`config.mk`:
```
export PLATFORM = sky130hd
export DESIGN_NAME = elem_loop_seq
export DESIGN_NICKNAME = d
export VERILOG_FILES = /design/src/rtl/elseq_pkg.sv /design/src/rtl/elseq_pred.sv /design/src/rtl/elseq_opgen.sv /design/src/rtl/elseq_ctrl.sv /design/src/rtl/elem_loop_seq.sv
export SDC_FILE = /design/constraint.sdc
export NUM_CORES = 1
export LEC_CHECK = 0
export BUFFER_PORTS_ARGS = -buffer_cell sky130_fd_sc_hd__buf_2
export CAP_MARGIN = 30
export CELL_PAD_IN_SITES_DETAIL_PLACEMENT = 1
export CELL_PAD_IN_SITES_GLOBAL_PLACEMENT = 1
export CORE_MARGIN = 4
export CORE_UTILIZATION = 43
export DETAILED_ROUTE_END_ITERATION = 10
export PLACE_DENSITY_LB_ADDON = 0.05
export SKIP_CTS_REPAIR_TIMING = 1
export SLEW_MARGIN = 40
export SYNTH_ARGS = -nofsm -noshare
export SYNTH_HDL_FRONTEND = slang
export SYNTH_SLANG_ARGS = --single-unit
```
`constraint.sdc`:
```
create_clock -name clk -period 9.8 [get_ports clk]
set_clock_uncertainty 0.15 [all_clocks]
set_input_delay 0.98 -clock clk [delete_from_list [all_inputs] [get_ports clk]]
set_output_delay 0.98 -clock clk [all_outputs]
set_load 0.005 [all_outputs]
```
`src/rtl/elseq_pkg.sv`:
```
package elseq_pkg;

    localparam int SUB_ENC_W = 2;
    localparam int N_OPND    = 3;

    typedef struct packed {
        logic pen;
        logic inv;
        logic zer;
        logic ff;
    } pmode_t;

    typedef enum logic [2:0] {
        ACT_IDLE,
        ACT_HOLD,
        ACT_NEXT_SUB,
        ACT_NEXT_ELEM,
        ACT_DONE,
        ACT_CUT,
        ACT_TRAP
    } act_t;

    function automatic logic [SUB_ENC_W:0] sub_count(input logic [SUB_ENC_W-1:0] enc);
        return {1'b0, enc} + 1'b1;
    endfunction

endpackage

```
`src/rtl/elseq_pred.sv`:
```
module elseq_pred
    import elseq_pkg::*;
#(
    parameter int XLEN = 32,
    parameter int IDXW = $clog2(XLEN)
) (
    input  logic [XLEN-1:0] mask,
    input  logic [IDXW-1:0] idx,
    input  pmode_t          mode,
    output logic            active
);
    logic raw_bit;

    always_comb begin
        raw_bit = mask[idx];
        active  = mode.pen ? (raw_bit ^ mode.inv) : 1'b1;
    end

endmodule

```
`src/rtl/elseq_opgen.sv`:
```
module elseq_opgen
    import elseq_pkg::*;
#(
    parameter int REGW = 7,
    parameter int IDXW = 5
) (
    input  logic [N_OPND-1:0][REGW-1:0] base,
    input  logic [N_OPND-1:0]           vec,
    input  logic [IDXW-1:0]             idx,
    input  logic [SUB_ENC_W-1:0]        sub,
    input  logic [SUB_ENC_W-1:0]        subenc,
    output logic [N_OPND-1:0][REGW-1:0] regs
);
    localparam int SW = IDXW + SUB_ENC_W + 1;
    localparam int AW = (SW > REGW) ? SW : REGW;

    logic [SW-1:0] step;
    logic [AW-1:0] step_w;

    always_comb begin
        step   = SW'(idx) * SW'(sub_count(subenc)) + SW'(sub);
        step_w = AW'(step);
    end

    for (genvar g = 0; g < N_OPND; g++) begin : g_opnd
        logic [AW-1:0] sum;
        always_comb begin
            sum     = AW'(base[g]) + step_w;
            regs[g] = vec[g] ? sum[REGW-1:0] : base[g];
        end
    end

endmodule

```
`src/rtl/elseq_ctrl.sv`:
```
module elseq_ctrl
    import elseq_pkg::*;
#(
    parameter int XLEN = 32,
    parameter int IDXW = $clog2(XLEN),
    parameter int VLW  = IDXW + 1
) (
    input  logic                 clk,
    input  logic                 rst,
    input  logic                 start,
    input  logic [VLW-1:0]       vl_in,
    input  logic [VLW-1:0]       ctx_vl,
    input  logic [SUB_ENC_W-1:0] ctx_subenc,
    input  pmode_t               ctx_mode,
    input  logic                 pbit,
    input  logic                 ofs_wr,
    input  logic [IDXW-1:0]      ofs_wr_val,
    input  logic                 issue_ready,
    input  logic                 ex_zero,
    input  logic                 ex_fault,
    output logic                 busy,
    output logic [IDXW-1:0]      idx,
    output logic [SUB_ENC_W-1:0] sub,
    output logic                 issue_valid,
    output logic                 op_zero,
    output logic                 done,
    output logic                 trap,
    output logic [VLW-1:0]       vl_new,
    output logic                 vl_cut
);
    act_t          act;
    logic          last_elem;
    logic          last_sub;
    logic          zterm;
    logic          skip;
    logic [IDXW-1:0] start_idx;

    always_comb begin
        last_elem = ({1'b0, idx} == (ctx_vl - 1'b1));
        last_sub  = (sub == ctx_subenc);
        zterm     = !pbit && ctx_mode.zer && ctx_mode.ff;
        skip      = !pbit && !ctx_mode.zer;
        issue_valid = busy && !zterm && !skip;
        op_zero     = !pbit;

        if ({1'b0, idx} >= vl_in) start_idx = IDXW'(vl_in - 1'b1);
        else                      start_idx = idx;

        if (!busy)                               act = ACT_IDLE;
        else if (zterm)                          act = ACT_CUT;
        else if (skip)                           act = last_elem ? ACT_DONE : ACT_NEXT_ELEM;
        else if (!issue_ready)                   act = ACT_HOLD;
        else if (ex_fault)                       act = ACT_TRAP;
        else if (ctx_mode.ff && ex_zero && pbit) act = ACT_CUT;
        else if (!last_sub)                      act = ACT_NEXT_SUB;
        else if (last_elem)                      act = ACT_DONE;
        else                                     act = ACT_NEXT_ELEM;
    end

    always_ff @(posedge clk) begin
        if (rst) begin
            busy   <= 1'b0;
            idx    <= '0;
            sub    <= '0;
            done   <= 1'b0;
            trap   <= 1'b0;
            vl_new <= '0;
            vl_cut <= 1'b0;
        end else begin
            done <= 1'b0;
            trap <= 1'b0;
            unique case (act)
                ACT_IDLE: begin
                    if (start) begin
                        busy <= 1'b1;
                        idx  <= start_idx;
                        sub  <= '0;
                    end else if (ofs_wr) begin
                        idx  <= ofs_wr_val;
                    end
                end
                ACT_HOLD: begin
                end
                ACT_NEXT_SUB: begin
                    sub <= sub + 1'b1;
                end
                ACT_NEXT_ELEM: begin
                    idx <= idx + 1'b1;
                    sub <= '0;
                end
                ACT_DONE: begin
                    busy   <= 1'b0;
                    idx    <= '0;
                    sub    <= '0;
                    done   <= 1'b1;
                    vl_new <= ctx_vl;
                    vl_cut <= 1'b0;
                end
                ACT_CUT: begin
                    busy   <= 1'b0;
                    idx    <= '0;
                    sub    <= '0;
                    done   <= 1'b1;
                    vl_new <= {1'b0, idx};
                    vl_cut <= 1'b1;
                end
                ACT_TRAP: begin
                    busy <= 1'b0;
                    sub  <= '0;
                    trap <= 1'b1;
                end
                default: begin
                end
            endcase
        end
    end

    // the done pulse coincides with the released program counter
    p_done_release_r1: assert property (@(posedge clk) disable iff (rst)
        done |-> !busy);

    // hold only drops through completion or a trap
    p_hold_end_r1: assert property (@(posedge clk) disable iff (rst)
        $fell(busy) |-> (done || trap));

    // a faulting element keeps its offset
    p_fault_keep_r8: assert property (@(posedge clk) disable iff (rst)
        (issue_valid && issue_ready && ex_fault) |=> (trap && !done && idx == $past(idx)));

    // offsets are cleared when the loop ends
    p_ofs_clear_r9: assert property (@(posedge clk) disable iff (rst)
        done |-> (idx == '0 && sub == '0));

    // a shortened length is below the requested one
    p_cut_short_r10: assert property (@(posedge clk) disable iff (rst)
        (done && vl_cut) |-> (vl_new < ctx_vl));

    // the sub-element index stays inside the group
    p_sub_range_r7: assert property (@(posedge clk) disable iff (rst)
        busy |-> (sub <= ctx_subenc));

    // a refused offer leaves the loop where it was
    p_stall_r12: assert property (@(posedge clk) disable iff (rst)
        (issue_valid && !issue_ready) |=> (busy && idx == $past(idx) && sub == $past(sub)));

endmodule

```
`src/rtl/elem_loop_seq.sv`:
```
module elem_loop_seq
    import elseq_pkg::*;
#(
    parameter int XLEN = 32,
    parameter int REGW = 7,
    parameter int IDXW = $clog2(XLEN),
    parameter int VLW  = IDXW + 1
) (
    input  logic                 clk,
    input  logic                 rst,
    input  logic                 start,
    input  logic [VLW-1:0]       vl_in,
    input  logic [1:0]           subvl_in,
    input  logic                 pred_en,
    input  logic                 pred_inv,
    input  logic                 zeroing,
    input  logic                 ffirst,
    input  logic [XLEN-1:0]      pred_mask,
    input  logic [REGW-1:0]      rd_in,
    input  logic [REGW-1:0]      rs1_in,
    input  logic [REGW-1:0]      rs2_in,
    input  logic                 rd_vec,
    input  logic                 rs1_vec,
    input  logic                 rs2_vec,
    input  logic                 ofs_wr,
    input  logic [IDXW-1:0]      ofs_wr_val,
    input  logic                 issue_ready,
    input  logic                 ex_zero,
    input  logic                 ex_fault,
    output logic                 pc_hold,
    output logic                 issue_valid,
    output logic [REGW-1:0]      op_rd,
    output logic [REGW-1:0]      op_rs1,
    output logic [REGW-1:0]      op_rs2,
    output logic [IDXW-1:0]      op_elem,
    output logic [1:0]           op_sub,
    output logic                 op_zero,
    output logic [IDXW-1:0]      srcoffs,
    output logic [IDXW-1:0]      destoffs,
    output logic                 done,
    output logic                 trap,
    output logic [VLW-1:0]       vl_new,
    output logic                 vl_cut
);
    logic [VLW-1:0]                  ctx_vl;
    logic [SUB_ENC_W-1:0]            ctx_subenc;
    pmode_t                          ctx_mode;
    logic [XLEN-1:0]                 ctx_mask;
    logic [N_OPND-1:0][REGW-1:0]     ctx_base;
    logic [N_OPND-1:0]               ctx_vec;
    logic [N_OPND-1:0][REGW-1:0]     regs;
    logic                            busy;
    logic                            pbit;
    logic [IDXW-1:0]                 idx;
    logic [SUB_ENC_W-1:0]            sub;

    always_ff @(posedge clk) begin
        if (rst) begin
            ctx_vl     <= VLW'(1);
            ctx_subenc <= '0;
            ctx_mode   <= '0;
            ctx_mask   <= '0;
            ctx_base   <= '0;
            ctx_vec    <= '0;
        end else if (start && !busy) begin
            ctx_vl     <= vl_in;
            ctx_subenc <= subvl_in;
            ctx_mode   <= '{pen: pred_en, inv: pred_inv, zer: zeroing, ff: ffirst};
            ctx_mask   <= pred_mask;
            ctx_base   <= {rs2_in, rs1_in, rd_in};
            ctx_vec    <= {rs2_vec, rs1_vec, rd_vec};
        end
    end

    elseq_pred #(.XLEN(XLEN), .IDXW(IDXW)) u_pred (
        .mask   (ctx_mask),
        .idx    (idx),
        .mode   (ctx_mode),
        .active (pbit)
    );

    elseq_opgen #(.REGW(REGW), .IDXW(IDXW)) u_opgen (
        .base   (ctx_base),
        .vec    (ctx_vec),
        .idx    (idx),
        .sub    (sub),
        .subenc (ctx_subenc),
        .regs   (regs)
    );

    elseq_ctrl #(.XLEN(XLEN), .IDXW(IDXW), .VLW(VLW)) u_ctrl (
        .clk         (clk),
        .rst         (rst),
        .start       (start),
        .vl_in       (vl_in),
        .ctx_vl      (ctx_vl),
        .ctx_subenc  (ctx_subenc),
        .ctx_mode    (ctx_mode),
        .pbit        (pbit),
        .ofs_wr      (ofs_wr),
        .ofs_wr_val  (ofs_wr_val),
        .issue_ready (issue_ready),
        .ex_zero     (ex_zero),
        .ex_fault    (ex_fault),
        .busy        (busy),
        .idx         (idx),
        .sub         (sub),
        .issue_valid (issue_valid),
        .op_zero     (op_zero),
        .done        (done),
        .trap        (trap),
        .vl_new      (vl_new),
        .vl_cut      (vl_cut)
    );

    always_comb begin
        pc_hold  = busy;
        op_rd    = regs[0];
        op_rs1   = regs[1];
        op_rs2   = regs[2];
        op_elem  = idx;
        op_sub   = sub;
        srcoffs  = idx;
        destoffs = idx;
    end

    // zero-write operations only come from masked elements in zeroing mode
    p_zero_masked_r5: assert property (@(posedge clk) disable iff (rst)
        (issue_valid && op_zero) |-> (ctx_mode.zer && ctx_mode.pen));

    // the element index of an offered operation lies inside the vector
    p_elem_range_r2: assert property (@(posedge clk) disable iff (rst)
        issue_valid |-> ({1'b0, op_elem} < ctx_vl));

endmodule

```
; ---- Word level (Yosys, flattened, before mapping)
; Index checks and enable logic that the tools add are counted.
[totals]
reg_bits = 85
elab_cells = 91
out_inout_bits = 50
inputBits = 80
[classes]
addsub = 9
reduce_logical = 24
n_bitwise = 1
order_cmp = 2
eq_ne = 10
multipliers = 1
n_mux = 26
[op_table]
columns = op, n
row1 = 2-to-1 mux 3 bit, 8
row2 = adder 7 bit, 3
row3 = 2-to-1 mux 7 bit, 3
row4 = 2-to-1 mux 5 bit, 3
row5 = case mux 5 bit (3 select lines), 1
row6 = case mux 6 bit (2 select lines), 1
row7 = equality test 3 bit (second input constant), 3
row8 = logical AND 1 bit, 8
row9 = adder 7 x 2 -> 7 bit, 1
row10 = multiplier 5 x 3 -> 7 bit, 1
row11 = equality test 3 x 2 -> 1 bit (second input constant), 2
row12 = equality test 5 x 6 -> 1 bit, 1
row13 = greater-or-equal comparator 5 x 6 -> 1 bit, 1
row14 = < comparator 5 x 6 -> 1 bit (second input constant), 1
row15 = case mux 2 bit (3 select lines), 1
row16 = nonzero test 3 bit, 2
row17 = subtractor 6 x 1 -> 6 bit (second input constant), 1
row18 = adder 5 x 1 -> 5 bit (second input constant), 1
row19 = binary-select mux 1 bit (select 5 bit), 1
row20 = zero test 1 bit, 5
row21 = 2-to-1 mux 1 bit, 5
row22 = subtractor 5 x 1 -> 5 bit (second input constant), 1
row23 = case mux 1 bit (2 select lines), 2
row24 = AND reduction 2 bit, 2
row25 = 14 further kinds, 15

; ---- Logic depth before layout (Yosys ltp)
; Gate-level depths: netlist of the first run.
[logic_depth]
word_depth = 15
mapped_depth = 17
depth_no_buf = 16

; ---- By module
; From an unflattened synthesis of the first run, not the netlist that was laid out.
[unflattened]
cells_unflattened = 718
area_unflattened_um2 = 6456.2
[modules_own_cells]
columns = mod, n_inst, seq_area_each_um2, area_each_um2, cells_per_inst
row1 = elem_loop_seq, 1, 1361.3, 3215.6, 319
row2 = elseq_ctrl, 1, 340.3, 1493.9, 195
row3 = elseq_opgen, 1, 0.0, 1381.3, 160
row4 = elseq_pred, 1, 0.0, 365.4, 44

; ---- Worst setup path before layout of the first run
; Ideal clock, no wire load.
[synth_timing]
path_type = reg2out
from = register u_ctrl.idx[2]
to = output port op_rs2[6]
n_path_buf = 2
t_required_ns = 8.670
slack_ns = 4.917
stages_incl_launch_ff = 17
t_arrival_ns = 3.753
cell_sequence = dfxtp_1 clkbuf_1 clkbuf_1 nor2b_1 fa_1 ha_1 inv_1 fa_1 inv_1 ha_1 a21o_1 a21oi_1 o21bai_1 a21oi_1 xor2_1 nand2_1 xnor2_1
[synth_between]
elab_chain_cells = 4
[synth_lines]
columns = item, line
row1 = "start, declared", elseq_ctrl.sv:22  ; output logic [IDXW-1:0] idx,
row2 = "start signal, assigned", elseq_ctrl.sv:76  ; idx <= start_idx;
row3 = "start signal, assigned", elseq_ctrl.sv:79  ; idx <= ofs_wr_val;
row4 = "start signal, assigned", elseq_ctrl.sv:88  ; idx <= idx + 1'b1;
row5 = multiplier 5 x 3 -> 7 bit, elseq_opgen.sv:21  ; step = SW'(idx) * SW'(sub_count(subenc)) + SW'(sub);
row6 = adder 7 x 2 -> 7 bit, elseq_opgen.sv:21
row7 = adder 7 bit, elseq_opgen.sv:28  ; sum = AW'(base[g]) + step_w;
row8 = 2-to-1 mux 7 bit, elseq_opgen.sv:29  ; regs[g] = vec[g] ? sum[REGW-1:0] : base[g];
row9 = "end, declared", elem_loop_seq.sv:34  ; output logic [REGW-1:0] op_rs2,
; Every way passes these cells.

; ---- Worst setup path after layout of the first run
; Ends and elaborated chain as after synthesis.

==> summary.txt, run 1 <==
Status: complete, no violations
Syn nets: 808
Final Cycle Share: 0.570
Via/cell ratio: 5.29
Routed via count: 5032
Post-synth top area share: 0.311
Mapped Area: 0.00546 mm^2
Worst path max stage delay: 0.82 ns
Die Span X: 121 um
Worst skew pair latency: 0.35 ns
Max Root-Sink Buffers: 2
Area of the multi-input gates: 0.00343 mm^2
Die Height: 121 um
Area Overhead vs Synth: 18.0%
Power Dens Cells: 164 mW/mm^2
CP Launch Type: register
Mux cell area share after synthesis: 0.0836
Arr. time, crit path: 4.46 ns
Top Family by Delay on Critical Path: adder cells
Cell Chain, Critical Path: nor2b_1 -> fa_1 -> ha_1 -> inv_1 -> fa_1 -> inv_1 -> a21o_1 -> a21oi_1 -> xnor2_1 -> ha_1 -> a21oi_1 -> xor2_1 -> nand2_1 -> xnor2_1 -> buf_2
DRT Pass-1 Iters: 5
Number of synthesized register bits: 85
Top cells by area, synth: dfxtp_1, nand2_1, ha_1, a21oi_1, xnor2_1
Max VDD drop: 0.0000743 V
Drt drc: 0
Simple-gate area share of the yosys netlist: 0.184
Die area: 0.0146 mm^2
Setup TNS: 0 ns
Inserted Clock Buffers: 9
TritonCTS clock tree: yes
FILL cells: 1556
Core Box Area: 0.0122 mm^2
Kind of critical path: reg -> out
Max-slew violations: 0
Share of cells above drive strength 1: 0.228
# diodes: 0
Post-Synth Adder-Cell Area: 0.117
Post-synth top flop: dfxtp_1
RSZ-0062 raised after global routing: false
Ys async rst share: 0
Distinct cells, synth: 50
Main combinational cell family by area after synthesis: simple AND/OR/NAND/NOR gates
Max Clock Freq: 179 MHz
# H-tree levels: 3
HP Class: reg -> reg
Number of synthesized flops with an enable pin: 0
I/O Buffers: 129
Leak Pwr: 3.05 nW
Number of DRC markers in iteration 0: 231
Final std cells w/o fill: 952
RePlAce Congestion: 0.849
Cell Rows: 40
Worst EP required: 8.67 ns
Worst setup EP type: output pin
Initial antenna violation count: 0
Final core utilization: 0.528
Seq/Total Area, Yosys: 0.311
Max cap viols: 0
Largest area contributor in the netlist: dfxtp_1
Period minus WS final: 5.59 ns
DRT Wirelength: 16000 um
Slew at the pin closest to its max-slew limit: 0.766 ns
Cell count after synthesis: 681
Crit path max-delay cell type: dfxtp_1
Relative slew margins: 0.489
Commonest non-fill, non-tap cells in the layout: nand2_1, buf_2, a21oi_1
Final hold vios: 0
Leading cell type in the layout, fill and taps excluded: nand2_1
Avg WL per Cell: 16.8 um
FF/Latch Area: 0.00170 mm^2
Synth Area in Compound Gates: 0.183
# nets final: 906
Xor and xnor area share after synthesis: 0.0593
Synthesized area per cell: 8.02 um^2
GR Overflow Total: 0
First-pass GRT wire length: 26000 um
CTS sink cnt: 85
Final setup fails: 0
Boundary pin count: 130
Yosys warns: 0
CP max FO: 21
Largest net degree at the start of global routing: 70
Worst-path clk slew: 0.07 ns
Starting Density: 0.447
Buf/Inv on CP: 3
Number of global-route vias before repair: 5367
Dpl cells: 936
DP HPWL: 11800 um
Global Route Usage Sum: 0.220
Root Buffer: clkbuf_16
Post-DRT Antenna Nets: 0
## kinds of logic (layout without fill, tap and decap cells)
kind of cell / after synthesis / in the layout
flops: 85 / 85
buf+inv: 73 / 176
mux: 42 / 42
simple gates: 237 / 237
fa+ha+maj: 47 / 47
compound gates: 160 / 160
xor+xnor: 37 / 37
## layout make-up
| cell class | count | share of cell area |
|---|---|---|
| multi-input combinational | 523 | 0.533 |
| tap | 168 | 0.0326 |
| inverter | 26 | 0.0151 |
| clock buffer | 10 | 0.0371 |
| clock inverter | 6 | 0.0109 |
| sequential | 85 | 0.264 |
| timing repair buffer | 134 | 0.108 |
## metrics by stage
step	hold WS, ns	total power, mW	cell area, um^2	setup slack (ns)
final	0.303	1.06	6450	4.21
after global routing	0.316	1.11	6450	3.88
after CTS	0.307	1.07	6450	4.19
after detailed placement	0.298	0.704	6140	4.63
after global placement	0.289	0.687	6120	4.76
after floorplan	0.286	0.611	5460	4.92
## flip-flops by register name, summed over array words and instances, names as in the netlist
signal	cells
ctx_mask	32
ctx_base	21
ctx_vl	6
u_ctrl.vl_new	6
u_ctrl.idx	5
ctx_mode	4
ctx_vec	3
ctx_subenc	2
u_ctrl.sub	2
u_ctrl.busy	1
u_ctrl.done	1
u_ctrl.trap	1
u_ctrl.vl_cut	1
## path summary, 6_finish.rpt
| check | start | endpoint | slack (ns) | cells past startpoint |
|---|---|---|---|---|
| setup / recovery | u_ctrl.idx[2] | op_rs2[6] | 4.21 | 15 |
| hold / removal | u_ctrl.vl_cut | u_ctrl.vl_cut | 0.30 | 2 |
| setup reg to reg | u_ctrl.idx[2] | u_ctrl.idx[0] | 5.89 | 11 |
| hold reg to reg | u_ctrl.vl_cut | u_ctrl.vl_cut | 0.30 | 2 |
## cells in the mapped netlist (all sizes together), types with 2 or more instances
library cell	instances
a211oi	14
a21o	14
a21oi	97
a22oi	8
a311oi	2
and2	11
buf	17
clkbuf	30
dfxtp	85
fa	7
ha	40
inv	26
mux2	19
mux2i	23
nand2	149
nand2b	8
nand3	16
nor2	36
nor2b	7
nor3	5
o211a	2
o211ai	5
o21a	2
o21ai	2
o21bai	5
xnor2	26
xor2	11
## power breakdown
| part | switching (mW) | internal (mW) |
|---|---|---|
| combinational | 0.164 | 0.130 |
| sequential | 0.0339 | 0.369 |
| clock | 0.153 | 0.207 |
## per-layer routing
metal / vias to the layer above / part of all wire / GRT usage
met2: 103 / 0.50 / 0.380
met3: 29 / 0.035 / 0.0327
met5: - / 0 / 0
met4: 0 / 0.021 / 0.0850
li1: 2497 / - / -
met1: 2403 / 0.45 / 0.277
## worst reg2reg max path: cells and delay by family, from the launching register on
kind | cells | cell delay, ns
multiplexers | 1 | 0.38
AO/OA/AOI/OAI | 6 | 1.54
buffers and inverters | 1 | 0.11
AND/OR/NAND/NOR | 3 | 0.81
flip-flops | 1 | 0.82
Note: power is estimated with default switching activity, not from simulation.
==> inputs of run 2 (changes only) <==
--- a/config.mk
+++ b/config.mk
@@ -10,7 +10,7 @@
 export CELL_PAD_IN_SITES_DETAIL_PLACEMENT = 1
 export CELL_PAD_IN_SITES_GLOBAL_PLACEMENT = 1
 export CORE_MARGIN = 4
-export CORE_UTILIZATION = 43
+export CORE_UTILIZATION = 36
 export DETAILED_ROUTE_END_ITERATION = 10
 export PLACE_DENSITY_LB_ADDON = 0.05
 export SKIP_CTS_REPAIR_TIMING = 1
==> constraint.sdc (replaced) <==
create_clock -name clk -period 5 [get_ports clk]
set_clock_uncertainty 0.15 [all_clocks]
set_input_delay 0.5 -clock clk [delete_from_list [all_inputs] [get_ports clk]]
set_output_delay 0.5 -clock clk [all_outputs]
set_load 0.005 [all_outputs]
==> run 2 against run 1 <==
Against the previous run: clock power increased by 110%; cell area rose by 2.9%; sequential power increased by 90%; via count rose by 0.12%; sequential share of layout area down 0.69 points; worst setup slack got worse by 4.0 ns; clock-buffer cell count rose by 1; cell count rose by 2.3%; register-to-register slack got worse by 4.6 ns; die area is 18% higher; critical path depth rose by 2; combinational power increased by 120%.
==> summary.txt, run 2 (synthesized netlist as in run 1, its figures left out) <==
Drt drc: 0
Cell Rows: 44
Worst skew pair latency: 0.35 ns
Worst path max stage delay: 0.56 ns
# nets final: 912
DP HPWL: 12100 um
Max reg flops: 32
Max Clock Freq: 209 MHz
GR Overflow Total: 0
Final Cell Area: 0.00664 mm^2
CP max FO: 5
Reg2reg end: u_ctrl.sub[1]
Leak Pwr: 3.11 nW
Crit path max-delay cell type: fa_1
R2r setup slk: 1.31 ns
Largest net degree at the start of global routing: 58
Via/cell ratio: 5.17
Starting Density: 0.372
Cell-internal power: 1.46 mW
WHS Path Cells: 3
Max Root-Sink Buffers: 2
Top Registers: ctx_mask x32, ctx_base x21
Placed cell area: 0.00619 mm^2
Slew at the pin closest to its max-slew limit: 0.649 ns
Worst hold start: pred_mask[8]
Worst EP required: 4.35 ns
Area Overhead vs Synth: 21.5%
Clock share of power: 0.349
Top reg by flops: ctx_mask
Routed via count: 5038
Psw: 688 uW
# diodes: 0
Status: complete, no violations
Root Buffer: clkbuf_16
Cell Chain, Critical Path: ha_4 -> and2_1 -> fa_1 -> ha_1 -> inv_1 -> fa_1 -> inv_2 -> buf_12 -> ha_4 -> a21o_1 -> a21oi_2 -> o21bai_1 -> a21oi_1 -> xor2_1 -> nand2_1 -> xnor2_1 -> buf_2
RePlAce Congestion: 0.856
Hold slack: 0.238 ns
Die Height: 131 um
Boundary pin count: 130
Top Family by Delay on Critical Path: adder cells
Leading cell type in the layout, fill and taps excluded: nand2_1
TritonCTS clock tree: yes
Power Dens Cells: 323 mW/mm^2
Global Route met1 Usage: 0.246
GRT met2 Usage: 0.312
Max-slew violations: 0
Core Box Area: 0.0147 mm^2
Die Span X: 131 um
HP Class: in -> reg
# H-tree levels: 3
Die area: 0.0172 mm^2
Worst setup EP type: output pin
Period minus WS final: 4.79 ns
R2R Path Start: u_ctrl.idx[1]
Global Route Usage Sum: 0.187
Number of DRC markers in iteration 0: 186
Arr. time, crit path: 4.14 ns
Setup TNS: 0 ns
Buf/Inv on CP: 4
Comb power frac: 0.295
Sw Ratio: 0.321
CP Launch Type: register
Initial antenna violation count: 0
Post-DRT Antenna Nets: 0
Relative slew margins: 0.567
First-pass GRT wire length: 26800 um
Max VDD drop: 0.000178 V
Final hold vios: 0
Inserted Clock Buffers: 9
Share of cells above drive strength 1: 0.252
Final setup fails: 0
DRT Pass-1 Iters: 7
Worst-path clk slew: 0.07 ns
Hold Path Sink: ctx_mask[8]
Max cap viols: 0
Commonest non-fill, non-tap cells in the layout: nand2_1, buf_2, a21oi_1
Number of global-route vias before repair: 5344
DRT Wirelength: 16100 um
Kind of critical path: reg -> out
Final Cycle Share: 0.958
Sequential power share: 0.356
Final core utilization: 0.451
Grt met3 use: 0.0298
I/O Buffers: 129
Busiest layer in global routing: met2
CTS sink cnt: 85
Avg WL per Cell: 16.6 um
Cells on worst reg2reg path: 12
-- run 2: worst min-delay path: cells and delay by family --
family	cells	cell delay [ns]
simple gates	1	0.05
compound gates	1	0.05
buf+inv	1	0.09
-- run 2: per-layer routing --
layer	wire (um)	part of all wire
met1	7770	0.48
met2	7430	0.46
met3	583	0.036
met4	343	0.021
met5	0	0
-- run 2: area by class of cell --
type | count | area, um^2
well taps | 184 | 230
repair buffers | 140 | 751
fillers | 1786 | 8060
multi-input cells | 523 | 3530
inverters | 26 | 97.6
flip-flops and latches | 85 | 1710
clock buffers | 11 | 243
clock inverters | 5 | 81.3
-- run 2: worst max-delay path by stage --
stage,from,depth (start not counted),to,slack [ns]
after floorplan,u_ctrl.idx[2],16,op_rs2[6],0.60
after global placement,ctx_subenc[0],15,op_rs1[6],0.39
after detailed placement,ctx_subenc[0],15,op_rs2[6],0.21
after CTS,ctx_subenc[0],15,op_rs2[6],-0.16
after global routing,ctx_subenc[1],17,op_rd[6],-0.003
final,ctx_subenc[1],17,op_rs1[6],0.21
-- run 2: stage by stage --
stage | power, mW | cells | setup WS (ns)
CTS | 2.14 | 972 | -0.161
finish | 2.14 | 974 | 0.211
global placement | 1.36 | 955 | 0.395
floorplan | 1.20 | 681 | 0.597
detailed placement | 1.39 | 956 | 0.211
global route | 2.27 | 974 | -0.00293
-- run 2: power by group through the flow --
stage	combinational [mW]	sequential (mW)	clock, mW
after CTS	0.611	0.764	0.768
after global placement	0.587	0.777	0
after detailed placement	0.607	0.779	0
after global routing	0.708	0.772	0.789
after floorplan	0.429	0.769	0
final	0.633	0.764	0.748
==> inputs of run 3 (changes only) <==
--- a/config.mk
+++ b/config.mk
@@ -11,8 +11,9 @@
 export CELL_PAD_IN_SITES_GLOBAL_PLACEMENT = 1
 export CORE_MARGIN = 4
 export CORE_UTILIZATION = 36
+export CTS_CLUSTER_DIAMETER = 80
 export DETAILED_ROUTE_END_ITERATION = 10
-export PLACE_DENSITY_LB_ADDON = 0.05
+export PLACE_DENSITY_LB_ADDON = 0.1
 export SKIP_CTS_REPAIR_TIMING = 1
 export SLEW_MARGIN = 40
 export SYNTH_ARGS = -nofsm -noshare
==> run 3 against run 2 <==
Against the previous run: first-iteration DRC count grew 1.1%; combinational power shrank 3%; utilization shrank 0.86 points; sequential power is essentially flat; largest power group unchanged; cell area shrank 1.9%; flip-flop and latch count is the same; die area is the same; global-route usage grew 0.44 points; worst setup slack gained 0.030 ns; critical path type unchanged; via count grew 0.56%.
==> summary.txt, run 3 (synthesized netlist as in run 1, its figures left out) <==
Status: complete, no violations
# nets final: 910
Arr. time, crit path: 4.11 ns
CP max FO: 5
HP Class: in -> reg
RSZ-0062 raised after global routing: false
Final Cell Area: 0.00651 mm^2
Boundary pin count: 130
Period minus WS final: 4.76 ns
Root Buffer: clkbuf_16
Cell Rows: 44
Number of global-route vias before repair: 5391
Final setup fails: 0
# H-tree levels: 3
CP Launch Type: register
Max VDD drop: 0.000170 V
Share of cells above drive strength 1: 0.242
Worst-path clk slew: 0.07 ns
Commonest non-fill, non-tap cells in the layout: nand2_1, buf_2, a21oi_1
R2r setup slk: 1.17 ns
Cells on worst reg2reg path: 12
Routed wl met3: 595 um
I/O Buffers: 129
R2R Path Start: u_ctrl.idx[1]
Critical path launch point: ctx_subenc[0]
Die Span X: 131 um
Initial antenna violation count: 0
Leak Pwr: 3.07 nW
Die Height: 131 um
Placed cell area: 0.00618 mm^2
Top reg by flops: ctx_mask
Buf/Inv on CP: 3
Post-DRT Antenna Nets: 0
Avg WL per Cell: 16.8 um
First-pass GRT wire length: 27400 um
CTS sink cnt: 85
Core Box Area: 0.0147 mm^2
Starting Density: 0.372
Top Registers: ctx_mask x32, ctx_base x21
Relative slew margins: 0.486
FILL cells: 1805
Worst setup EP type: output pin
Worst EP required: 4.35 ns
Reg2reg end: u_ctrl.idx[0]
Final hold vios: 0
Worst skew pair latency: 0.34 ns
Max Root-Sink Buffers: 2
Cell Chain, Critical Path: ha_4 -> and2_1 -> fa_1 -> ha_1 -> inv_1 -> fa_1 -> inv_1 -> ha_1 -> a21o_1 -> a21oi_2 -> o21bai_1 -> a21oi_1 -> xor2_1 -> nand2_1 -> xnor2_1 -> buf_2
Drt drc: 0
Top sig layer: met4
Power Total: 2.03 mW
WHS Path Cells: 3
Final Cycle Share: 0.952
Final core utilization: 0.443
Largest net degree at the start of global routing: 68
# diodes: 0
TritonCTS clock tree: yes
Via/cell ratio: 5.21
Max-slew violations: 0
Crit path max-delay cell type: fa_1
Area Overhead vs Synth: 19.1%
DRT Pass-1 Iters: 4
Number of DRC markers in iteration 0: 188
Inserted Clock Buffers: 9
Die area: 0.0172 mm^2
Kind of critical path: reg -> out
Power Dens Cells: 313 mW/mm^2
Hold Path Sink: ctx_mask[13]
Hold slack: 0.237 ns
DP HPWL: 12300 um
Worst path max stage delay: 0.53 ns
Met2 Wirelength: 7990 um
RePlAce Congestion: 0.829
DRT Wirelength: 16300 um
Top Family by Delay on Critical Path: adder cells
GR Overflow Total: 0
Leading cell type in the layout, fill and taps excluded: nand2_1
Stages on the worst setup path: 16
Met1 wire length: 7460 um
Routed via count: 5066
Worst hold start: pred_mask[13]
Slew at the pin closest to its max-slew limit: 0.769 ns
Max Clock Freq: 210 MHz
Max cap viols: 0
Global Route Usage Sum: 0.191
Max reg flops: 32
-- run 3: cell types whose count changed in the layout (fill, tap and decap cells not counted), moves of 2 or more --
cell / before / now
ha_1: 36 / 39
ha_4: 4 / 1
a21oi_1: 91 / 93
a21oi_2: 6 / 4
bufinv_16: 2 / 0
clkinv_4: 0 / 2
inv_6: 1 / 3
-- run 3: area by class of cell --
| type | count | area [um^2] | area share |
|---|---|---|---|
| multi-input cells | 523 | 3480 | 0.534 |
| flip-flops and latches | 85 | 1700 | 0.262 |
| well taps | 184 | 230 | 0.0354 |
| inverters | 26 | 97.6 | 0.0150 |
| repair buffers | 138 | 713 | 0.110 |
| clock inverters | 6 | 51.3 | 0.00788 |
| clock buffers | 10 | 239 | 0.0367 |
-- run 3: worst register-to-register path, delay by kind of cell (launching register included) --
kind | cells | cell delay, ns
AOI/OAI and AO/OA | 6 | 1.57
muxes | 2 | 0.70
buffers and inverters | 2 | 0.51
and+or+nand+nor | 2 | 0.41
DFF | 1 | 0.37
-- run 3: layer usage --
layer | GRT usage | vias to the layer above
met2 | 0.330 | 107
met4 | 0.0589 | 0
met1 | 0.248 | 2425
li1 | - | 2511
met5 | 0 | -
met3 | 0.0287 | 23
-- run 3: worst max path at each step --
stage | endpoint | slack (ns)
5_1_grt | op_rd[6] | 0.04
2_1_floorplan | op_rs2[6] | 0.60
6_report | op_rs2[6] | 0.24
4_1_cts | op_rd[6] | -0.05
3_3_place_gp | op_rd[6] | 0.50
3_5_place_dp | op_rd[6] | 0.32
-- run 3: through the flow --
step                std cells  setup TNS [ns]  setup slack [ns]
finish                    972               0             0.241
global route              972               0            0.0411
CTS                       972          -0.114           -0.0533
detailed placement        956               0             0.318
global placement          956               0             0.499
floorplan                 681               0             0.597
-- run 3: power breakdown --
group          internal [mW]  leakage, nW  total, mW  switching [mW]
combinational          0.264         2.23      0.614           0.349
sequential             0.723        0.698      0.762          0.0392
clock                  0.358        0.140      0.659           0.301
